$ cat config.mk
export PLATFORM = sky130hd
export DESIGN_NAME = icc_cycle_cost
export DESIGN_NICKNAME = d
export VERILOG_FILES = /design/src/rtl/icc_pkg.sv /design/src/rtl/icc_flag_qualify.sv /design/src/rtl/icc_cost_select.sv /design/src/rtl/icc_countdown.sv /design/src/rtl/icc_cycle_cost.sv
export SDC_FILE = /design/constraint.sdc
export NUM_CORES = 1
export LEC_CHECK = 0
export BUFFER_PORTS_ARGS = -buffer_cell sky130_fd_sc_hd__buf_2
export CAP_MARGIN = 10
export CORE_UTILIZATION = 45
export CTS_CLUSTER_SIZE = 14
export DETAILED_ROUTE_END_ITERATION = 8
export GPL_ROUTABILITY_DRIVEN = 1
export PLACE_DENSITY = 0.7
export REMOVE_ABC_BUFFERS = 1
export SETUP_SLACK_MARGIN = 0.1
export SLEW_MARGIN = 40
export SYNTH_ARGS = -nofsm -noshare
export SYNTH_HDL_FRONTEND = slang
export SYNTH_SLANG_ARGS = --single-unit
$ cat constraint.sdc
create_clock -name clk -period 1.48 [get_ports clk]
set_input_delay 0 -clock clk [delete_from_list [all_inputs] [get_ports clk]]
set_output_delay 0 -clock clk [all_outputs]
set_load 0.1 [all_outputs]
$ cat src/rtl/icc_pkg.sv
package icc_pkg;

  localparam int COST_W = 4;

  localparam logic [1:0] CLS_READ    = 2'd0;
  localparam logic [1:0] CLS_RMW     = 2'd1;
  localparam logic [1:0] CLS_BRANCH  = 2'd2;
  localparam logic [1:0] CLS_IMPLIED = 2'd3;

  localparam logic [3:0] AM_IMPLIED  = 4'd0;
  localparam logic [3:0] AM_ACCUM    = 4'd1;
  localparam logic [3:0] AM_IMMED    = 4'd2;
  localparam logic [3:0] AM_ZP       = 4'd3;
  localparam logic [3:0] AM_ZP_IDX   = 4'd4;
  localparam logic [3:0] AM_ABS      = 4'd5;
  localparam logic [3:0] AM_ABS_IDX  = 4'd6;
  localparam logic [3:0] AM_IND_PRE  = 4'd7;
  localparam logic [3:0] AM_IND_POST = 4'd8;

  localparam logic [COST_W-1:0] COST_MIN = 4'd2;

  typedef struct packed {
    logic page_cross;
    logic store;
    logic taken;
    logic tgt_page;
  } icc_flags_t;

  // Cost of the memory access pattern of a read-class instruction.
  function automatic logic [COST_W-1:0] read_cost(input logic [3:0] mode,
                                                 input logic crossed);
    logic [COST_W-1:0] extra;
    extra = {{(COST_W-1){1'b0}}, crossed};
    case (mode)
      AM_ZP:       read_cost = 4'd3;
      AM_ZP_IDX,
      AM_ABS:      read_cost = 4'd4;
      AM_ABS_IDX:  read_cost = 4'd4 + extra;
      AM_IND_PRE:  read_cost = 4'd6;
      AM_IND_POST: read_cost = 4'd5 + extra;
      default:     read_cost = COST_MIN;
    endcase
  endfunction

  // Read-modify-write: register-only modes stay at the minimum, memory
  // modes pay the crossed read cost plus a modify and a write-back cycle.
  function automatic logic [COST_W-1:0] rmw_cost(input logic [3:0] mode);
    case (mode)
      AM_ZP, AM_ZP_IDX, AM_ABS, AM_ABS_IDX, AM_IND_PRE, AM_IND_POST:
        rmw_cost = read_cost(mode, 1'b1) + 4'd2;
      default:
        rmw_cost = COST_MIN;
    endcase
  endfunction

  function automatic logic [COST_W-1:0] branch_cost(input logic [1:0] extra);
    branch_cost = COST_MIN + {{(COST_W-2){1'b0}}, extra};
  endfunction

endpackage

$ cat src/rtl/icc_flag_qualify.sv
module icc_flag_qualify
  import icc_pkg::*;
(
  input  icc_flags_t flags_i,
  output logic       eff_cross_o,
  output logic [1:0] br_extra_o
);

  // Stores cannot know the page in time, so they always pay the fix-up cycle.
  assign eff_cross_o = flags_i.page_cross | flags_i.store;

  // Taken adds one; a taken branch to another page adds one more.
  always_comb begin
    br_extra_o = 2'd0;
    if (flags_i.taken) begin
      br_extra_o = flags_i.tgt_page ? 2'd2 : 2'd1;
    end
  end

endmodule

$ cat src/rtl/icc_cost_select.sv
module icc_cost_select
  import icc_pkg::*;
(
  input  logic [1:0]        class_i,
  input  logic [3:0]        mode_i,
  input  logic              eff_cross_i,
  input  logic [1:0]        br_extra_i,
  output logic [COST_W-1:0] cost_o
);

  logic [COST_W-1:0] read_path;
  logic [COST_W-1:0] rmw_path;
  logic [COST_W-1:0] branch_path;

  assign read_path   = read_cost(mode_i, eff_cross_i);
  assign rmw_path    = rmw_cost(mode_i);
  assign branch_path = branch_cost(br_extra_i);

  always_comb begin
    case (class_i)
      CLS_READ:   cost_o = read_path;
      CLS_RMW:    cost_o = rmw_path;
      CLS_BRANCH: cost_o = branch_path;
      default:    cost_o = COST_MIN;
    endcase
  end

endmodule

$ cat src/rtl/icc_countdown.sv
module icc_countdown #(
  parameter int CNT_W = 4
) (
  input  logic             clk,
  input  logic             rst_n,
  input  logic             load_i,
  input  logic [CNT_W-1:0] load_val_i,
  output logic             done_o
);

  localparam logic [CNT_W-1:0] ONE  = {{(CNT_W-1){1'b0}}, 1'b1};
  localparam logic [CNT_W-1:0] ZERO = '0;

  logic [CNT_W-1:0] remain_q;
  logic             running;

  assign running = (remain_q != ZERO);
  assign done_o  = (remain_q == ONE);

  always_ff @(posedge clk or negedge rst_n) begin
    if (!rst_n) begin
      remain_q <= ZERO;
    end else if (load_i) begin
      remain_q <= load_val_i;
    end else if (running) begin
      remain_q <= remain_q - ONE;
    end
  end

  AST_LOAD_TAKES: assert property (@(posedge clk) disable iff (!rst_n)
    load_i |=> remain_q == $past(load_val_i));

  AST_COUNT_STEP: assert property (@(posedge clk) disable iff (!rst_n)
    (!load_i && remain_q > ONE) |=> remain_q == $past(remain_q) - ONE);

  AST_IDLE_QUIET: assert property (@(posedge clk) disable iff (!rst_n)
    (!load_i && !running) |=> (!running && !done_o));

endmodule

$ cat src/rtl/icc_cycle_cost.sv
module icc_cycle_cost
  import icc_pkg::*;
#(
  parameter int CNT_W = 4
) (
  input  logic             clk,
  input  logic             rst_n,
  input  logic             start_i,
  input  logic [1:0]       class_i,
  input  logic [3:0]       mode_i,
  input  logic             page_cross_i,
  input  logic             store_i,
  input  logic             br_taken_i,
  input  logic             br_page_i,
  output logic [CNT_W-1:0] cost_o,
  output logic             done_o
);

  icc_flags_t        flags;
  logic              eff_cross;
  logic [1:0]        br_extra;
  logic [COST_W-1:0] cost_raw;
  logic [CNT_W-1:0]  cost_ext;
  logic [CNT_W-1:0]  cost_q;

  assign flags.page_cross = page_cross_i;
  assign flags.store      = store_i;
  assign flags.taken      = br_taken_i;
  assign flags.tgt_page   = br_page_i;

  icc_flag_qualify u_qualify (
    .flags_i     (flags),
    .eff_cross_o (eff_cross),
    .br_extra_o  (br_extra)
  );

  icc_cost_select u_select (
    .class_i     (class_i),
    .mode_i      (mode_i),
    .eff_cross_i (eff_cross),
    .br_extra_i  (br_extra),
    .cost_o      (cost_raw)
  );

  generate
    if (CNT_W == COST_W) begin : g_same_w
      assign cost_ext = cost_raw;
    end else begin : g_pad_w
      assign cost_ext = {{(CNT_W-COST_W){1'b0}}, cost_raw};
    end
  endgenerate

  always_ff @(posedge clk or negedge rst_n) begin
    if (!rst_n) begin
      cost_q <= '0;
    end else if (start_i) begin
      cost_q <= cost_ext;
    end
  end

  icc_countdown #(.CNT_W(CNT_W)) u_count (
    .clk        (clk),
    .rst_n      (rst_n),
    .load_i     (start_i),
    .load_val_i (cost_ext),
    .done_o     (done_o)
  );

  assign cost_o = cost_q;

  AST_COST_HELD: assert property (@(posedge clk) disable iff (!rst_n)
    !start_i |=> $stable(cost_o));

  AST_COST_FLOOR: assert property (@(posedge clk) disable iff (!rst_n)
    start_i |=> (cost_o >= 2 && cost_o <= 8));

  AST_DONE_SINGLE: assert property (@(posedge clk) disable iff (!rst_n)
    done_o |=> !done_o);

  AST_BRANCH_NOT_TAKEN: assert property (@(posedge clk) disable iff (!rst_n)
    (start_i && class_i == CLS_BRANCH && !br_taken_i) |=> cost_o == 2);

  AST_RMW_ABS_IDX: assert property (@(posedge clk) disable iff (!rst_n)
    (start_i && class_i == CLS_RMW && mode_i == AM_ABS_IDX) |=> cost_o == 7);

  AST_STORE_CROSSED: assert property (@(posedge clk) disable iff (!rst_n)
    (start_i && class_i == CLS_READ && store_i && mode_i == AM_ABS_IDX)
      |=> cost_o == 5);

  AST_IMPLIED_FLAT: assert property (@(posedge clk) disable iff (!rst_n)
    (start_i && class_i == CLS_IMPLIED) |=> cost_o == 2);

endmodule

; Yosys cells after proc, flatten, opt, wreduce, memory -nomap -nowiden
; Cells that the tools add are included.
[totals]
word_cells = 32
reg_bits = 8
inputBits = 13
output_inout_bits = 5
[op_classes]
mux = 9
add_sub_neg = 5
reduce_logical = 6
n_eq_ne = 9
bitwise = 1
[ops]
columns = op, count
row1 = $pmux W4 S5, 1
row2 = $eq A4 B3 Y1 const B, 4
row3 = $mux W4, 4
row4 = $pmux W3 S4, 1
row5 = $pmux W4 S3, 1
row6 = $add A3 B1 Y4 const A, 2
row7 = $reduce_or A6 Y1, 1
row8 = $add A4 B2 Y4 const B, 1
row9 = $eq A4 B1 Y1 const B, 1
row10 = $eq A4 B2 Y1 const B, 1
row11 = $eq A4 B4 Y1 const B, 1
row12 = $mux W2, 2
row13 = $reduce_bool A4 Y1, 1
row14 = $reduce_or A2 Y1, 2
row15 = $sub A4 B1 Y4 const B, 1
row16 = $add A2 B2 Y3 const A, 1
row17 = $eq A2 B1 Y1 const B, 1
row18 = $eq A2 B2 Y1 const B, 1
row19 = $logic_not A2 Y1, 1
row20 = $reduce_bool A2 Y1, 1
row21 = $or A1 B1 Y1, 1

; Logic depth before layout (Yosys ltp)
[depth]
depth_word = 8
mapped_depth = 6
mapped_depth_nobuf = 6

; Hierarchy
; A second synthesis with hierarchy kept.
[hier_totals]
cells_unflattened = 63
area_unflattened_um2 = 644.4
[modules_own_cells]
columns = module, seq_area_each_um2, instances, area_per_inst_um2, cells_each
row1 = icc_countdown, 100.1, 1, 265.3, 24
row2 = icc_cost_select, 0.0, 1, 211.5, 28
row3 = icc_cycle_cost, 100.1, 1, 145.1, 8
row4 = icc_flag_qualify, 0.0, 1, 22.5, 3

; Worst setup path after synthesis
; Ideal clock, no wire load.
[synth_path]
path_type = reg2out
start = register u_count.remain_q[1]
end = output done_o
t_arrival_ps = 2777
path_slack_ps = -1297
path_stages_with_launch = 4
required_ps = 1480
path_buffers = 0
cell_sequence = dfrtp_1 > inv_1 > ha_1 > nor3b_1
[synth_via]
elab_chain_cells = 1
[synth_lines]
columns = element, line_no
row1 = "start, declared", icc_countdown.sv:14  ; logic [CNT_W-1:0] remain_q;
row2 = "start signal, assigned", icc_countdown.sv:24  ; remain_q <= load_val_i;
row3 = "start signal, assigned", icc_countdown.sv:26  ; remain_q <= remain_q - ONE;
row4 = $eq A4 B1 Y1, icc_countdown.sv:18  ; assign done_o = (remain_q == ONE);
row5 = "end, declared", icc_cycle_cost.sv:16  ; output logic done_o
; No other way between the ends.

; Worst setup path after layout
[layout_path]
start = register u_count.remain_q[0]
end = register u_count.remain_q[3]
[layout_via]
elab_chain_cells = 3
elab_cells_between_ends = 5
cone_classes = 1 x add/sub / 2 x mux / 2 x reduce/logical
[layout_lines]
columns = element, line_no
row1 = $sub A4 B1 Y4, icc_countdown.sv:26
row2 = $mux W4, icc_countdown.sv:25  ; end else if (running) begin
row3 = $mux W4, icc_countdown.sv:23  ; end else if (load_i) begin
; Parallel ways exist; a longest one is shown, timed or not. The select of a mux whose other input is x is not followed.
; A chain may end at the register's enable or synchronous reset.

==> results <==
- The worst path needs between 1 and 1.5 ns of the cycle, external delays included.
- The capture point of the worst reg-to-reg path is u_count.remain_q[3].
- The length of the first detailed-routing pass in iterations is 4.
- The reg-to-reg critical path startpoint is u_count.remain_q[0].
- The count of flip-flops with a built-in enable after synthesis is 0.
- The die outline area is ~1600 µm².
- The area of the core region is approximately 1300 µm².
- The first-pass GRT wire length is 2263 µm.
- Among all flip-flop cells after synthesis, the most frequent one is dfrtp_1.
- The type of the tightest min-delay check is primary input to async pin.
- The clock latency at the later pin of the worst-skew pair is about 0.24 ns.
- The post-place setup slack is 0.03201 ns.
- Power comes to 0.8116 mW.
- The number of buffers added on ports is 17.
- The commonest non-fill, non-tap cell in the layout is buf_2.
- The yosys synthesis warning count is 0.
- The final number of setup-violating endpoints is 0.
- The analysis attributes to cell leakage a power of a little under 0.4 nW.
- The starting utilization of the core area is 0.4900.
- The worst path setup slack after routing is roughly 0.13 ns.
- The weighted congestion reported at the end of routability-driven placement is 0.8757.
- TritonCTS created 3 clock buffers.
- The tree is rooted in a clkbuf_4.
- Setup repair after global routing could not meet its margin everywhere.
- The height of the chip is 39.88 µm.
- The mean number of vias per cell is 5.462.
- The routed length per instance is 12.21 µm.
- The worst setup path is launched from a flip-flop.
- The max-capacitance violation count is 0.
- The fraction of layout instances using a drive strength above 1 is 0.3529.
- Ranked by total cell area, the synthesized netlist is headed by dfrtp_1 31%, ha_1 7.8%, a21oi_1 3.9%, nand2b_1 3.9%, o21ai_0 3.9%.
- The final hold violation count was 0.
- During I/O placement, the number of pins put on the boundary was 18.
- Once placement completed, the tool counted placed cells totaling 113.
- Wires add up to 1429 µm.
- The run finished with clean final reports.
- The number of instances in the synthesized netlist is 75.
- The layout-stage area growth over the synthesis result is 33.72%.
- The critical path in this run is classified as flip-flop to flip-flop.
- STA puts the critical path data required time at 1.60 ns.
- The peak supply drop is 535.0 µV.
- In the global route stage, overall resource usage came out at 0.2092.
- Counting cells, the worst reg-to-reg path comes to 4.
- For the pin with the worst max-slew slack, the measured transition is 0.4870 ns.
- The initialized floorplan defines 13 standard-cell rows.
- For this block, the initial DRC count from the detailed router was 18.
- The sum of negative setup slack is 0 ns.
- The aggregate global routing overflow is 0.
- The start point of the critical path is u_count.remain_q[0].
- Following the worst setup path forward leads to its endpoint at u_count.remain_q[3].
- Power spread over the standard cell area amounts to 940.1 nW/µm².
- The data arrival at the endpoint of the critical path is 1.47 ns.
- Of the total power, combinational logic draws 0.459.
- The initial antenna violation count is 0.
- On the final layout, the worst clock skew is about 0.0022 ns.
- The clock passes through at most 2 buffers.
- The normalized max-slew margin is 0.6776.
- For this run, asynchronously set or reset flops after synthesis account for 1.000.
- The clock-pin slew on the worst setup and hold paths is around 0.050 ns.
- The average footprint of a synthesized cell is 8.608 µm².
- In the layout the commonest cells are 16 x buf_2, 8 x dfrtp_1, 7 x buf_4.
- The final number of max-transition violations is 0.
- Of the total power, the share spent switching nets is 0.3926.
- The number of global-route vias before repair is 554.
- CTS built an H-tree with a depth of 1.
- The final critical-path share of the clock period is 0.9141.
- The fraction of post-synthesis cell area in the top cell type by area is 0.3101.
- The clock sink total is 8.
- Counting flops and latches in the post-synthesis netlist gives 8.
- After detailed routing, the number of remaining DRC violations is 0.
- The synthesized design spends more area on one cell type than any other, namely dfrtp_1.
- TritonCTS built the clock tree.
- The die is 39.88 µm wide.
- Yosys mapped the design onto 32 distinct sky130hd cell types.
- In the final design database the tool counted about 120 nets.
- The estimated wirelength of the detail-placed design is 1146 µm.
- Along the worst path, the maximum fanout reaches 3.
- The worst setup path is captured at a flip-flop.
- The setup check on the worst reg-to-reg path leaves a slack of about 0.13 ns.
- The sequential power share is 0.349.
- The internal portion of the total power is between 0.4 and 0.5 mW.
- For this design the total switching power over the nets is 0.3187 mW.
- The largest net degree at the start of global routing is 13.
- The portion of the post-synthesis area used by sequential elements is 0.3101.
- The via count is between 600 and 700.
- After the flow finishes, the layout carries non-filler instances totaling 117.
- The clock group share of total power is 0.193.
- The final antenna-violating net count is 0.
- The highest clock frequency the design can meet is 739.1 MHz.
- 0 antenna diodes ended up in the layout.
- After synthesis the cells add up to 645.6 µm².
## per-stage QoR
step | hold slack (ns) | cell area, µm² | util
finish | 0.1225 | 863.3 | 0.6553
global route | 0.1349 | 863.3 | 0.6553
CTS | 0.1189 | 849.6 | 0.6448
detailed placement | -0.1514 | 812.0 | 0.6163
global placement | -0.1518 | 812.0 | 0.6163
floorplan | -0.2956 | 640.6 | -
## worst min path at each step
stage | start | endpoint | slack (ns) | depth (start not counted)
CTS | rst_n | u_count.remain_q[3] | 0.12 | 2
finish | rst_n | u_count.remain_q[3] | 0.12 | 2
global placement | rst_n | u_count.remain_q[1] | -0.15 | 1
global route | start_i | u_count.remain_q[3] | 0.13 | 3
detailed placement | rst_n | cost_o[1] | -0.15 | 1
floorplan | rst_n | cost_o[0] | -0.30 | 0
## power groups by stage
stage,clock network (mW),logic (mW),registers [mW]
floorplan,0,0.178,0.335
global placement,0,0.352,0.276
detailed placement,0,0.356,0.277
CTS,0.163,0.363,0.276
global route,0.181,0.409,0.287
finish,0.156,0.372,0.283
## cell usage after synthesis (all sizes together), types with 2 or more instances
cell	instances
a21oi	5
nand2	4
o21a	2
nor3b	2
dfrtp	8
inv	5
o41ai	2
ha	4
nor2	6
o21ai	5
nand3b	2
nand2b	4
nand3	4
nor3	3
xnor2	2
## registers in the layout, indices dropped and copies added, names as in the netlist
register / flops
cost_o: 4
u_count.remain_q: 4
## repair_timing
item	in CTS	in global routing
setup buffers	0	0
hold buffers	1	0
resized for setup	1	5
endpoints found under the setup margin	1	4
hold endpoints to repair	8	0
## logic make-up after synthesis
family                   count (synthesis)  share of synthesized area
XOR/XNOR                                 2                    0.02714
AO/OA/AOI/OAI                           20                     0.2209
AND/OR/NAND/NOR                         35                     0.3275
adder cells (fa/ha/maj)                  4                    0.07752
buffers and inverters                    6                    0.03682
flip-flops                               8                     0.3101
## area by class of cell
cell class	count	area (µm²)
fillers	109	454.2
multi-input cells	61	440.4
flip-flops and latches	8	200.2
repair buffers	25	162.7
clock buffers	3	22.52
inverters	5	18.77
well taps	15	18.77
## metal layers
metal,GRT usage,share of wire
met1,0.3112,0.50
met3,0.03409,0.048
met5,0,0
met4,0,0
met2,0.3306,0.45
## critical path, stage by stage, from the launching register on
cell	delay, ns
dfrtp_1	0.39
buf_4	0.15
or3_1	0.32
a211oi_1	0.30
a21oi_1	0.07
Power figures use the tool's default switching activity.
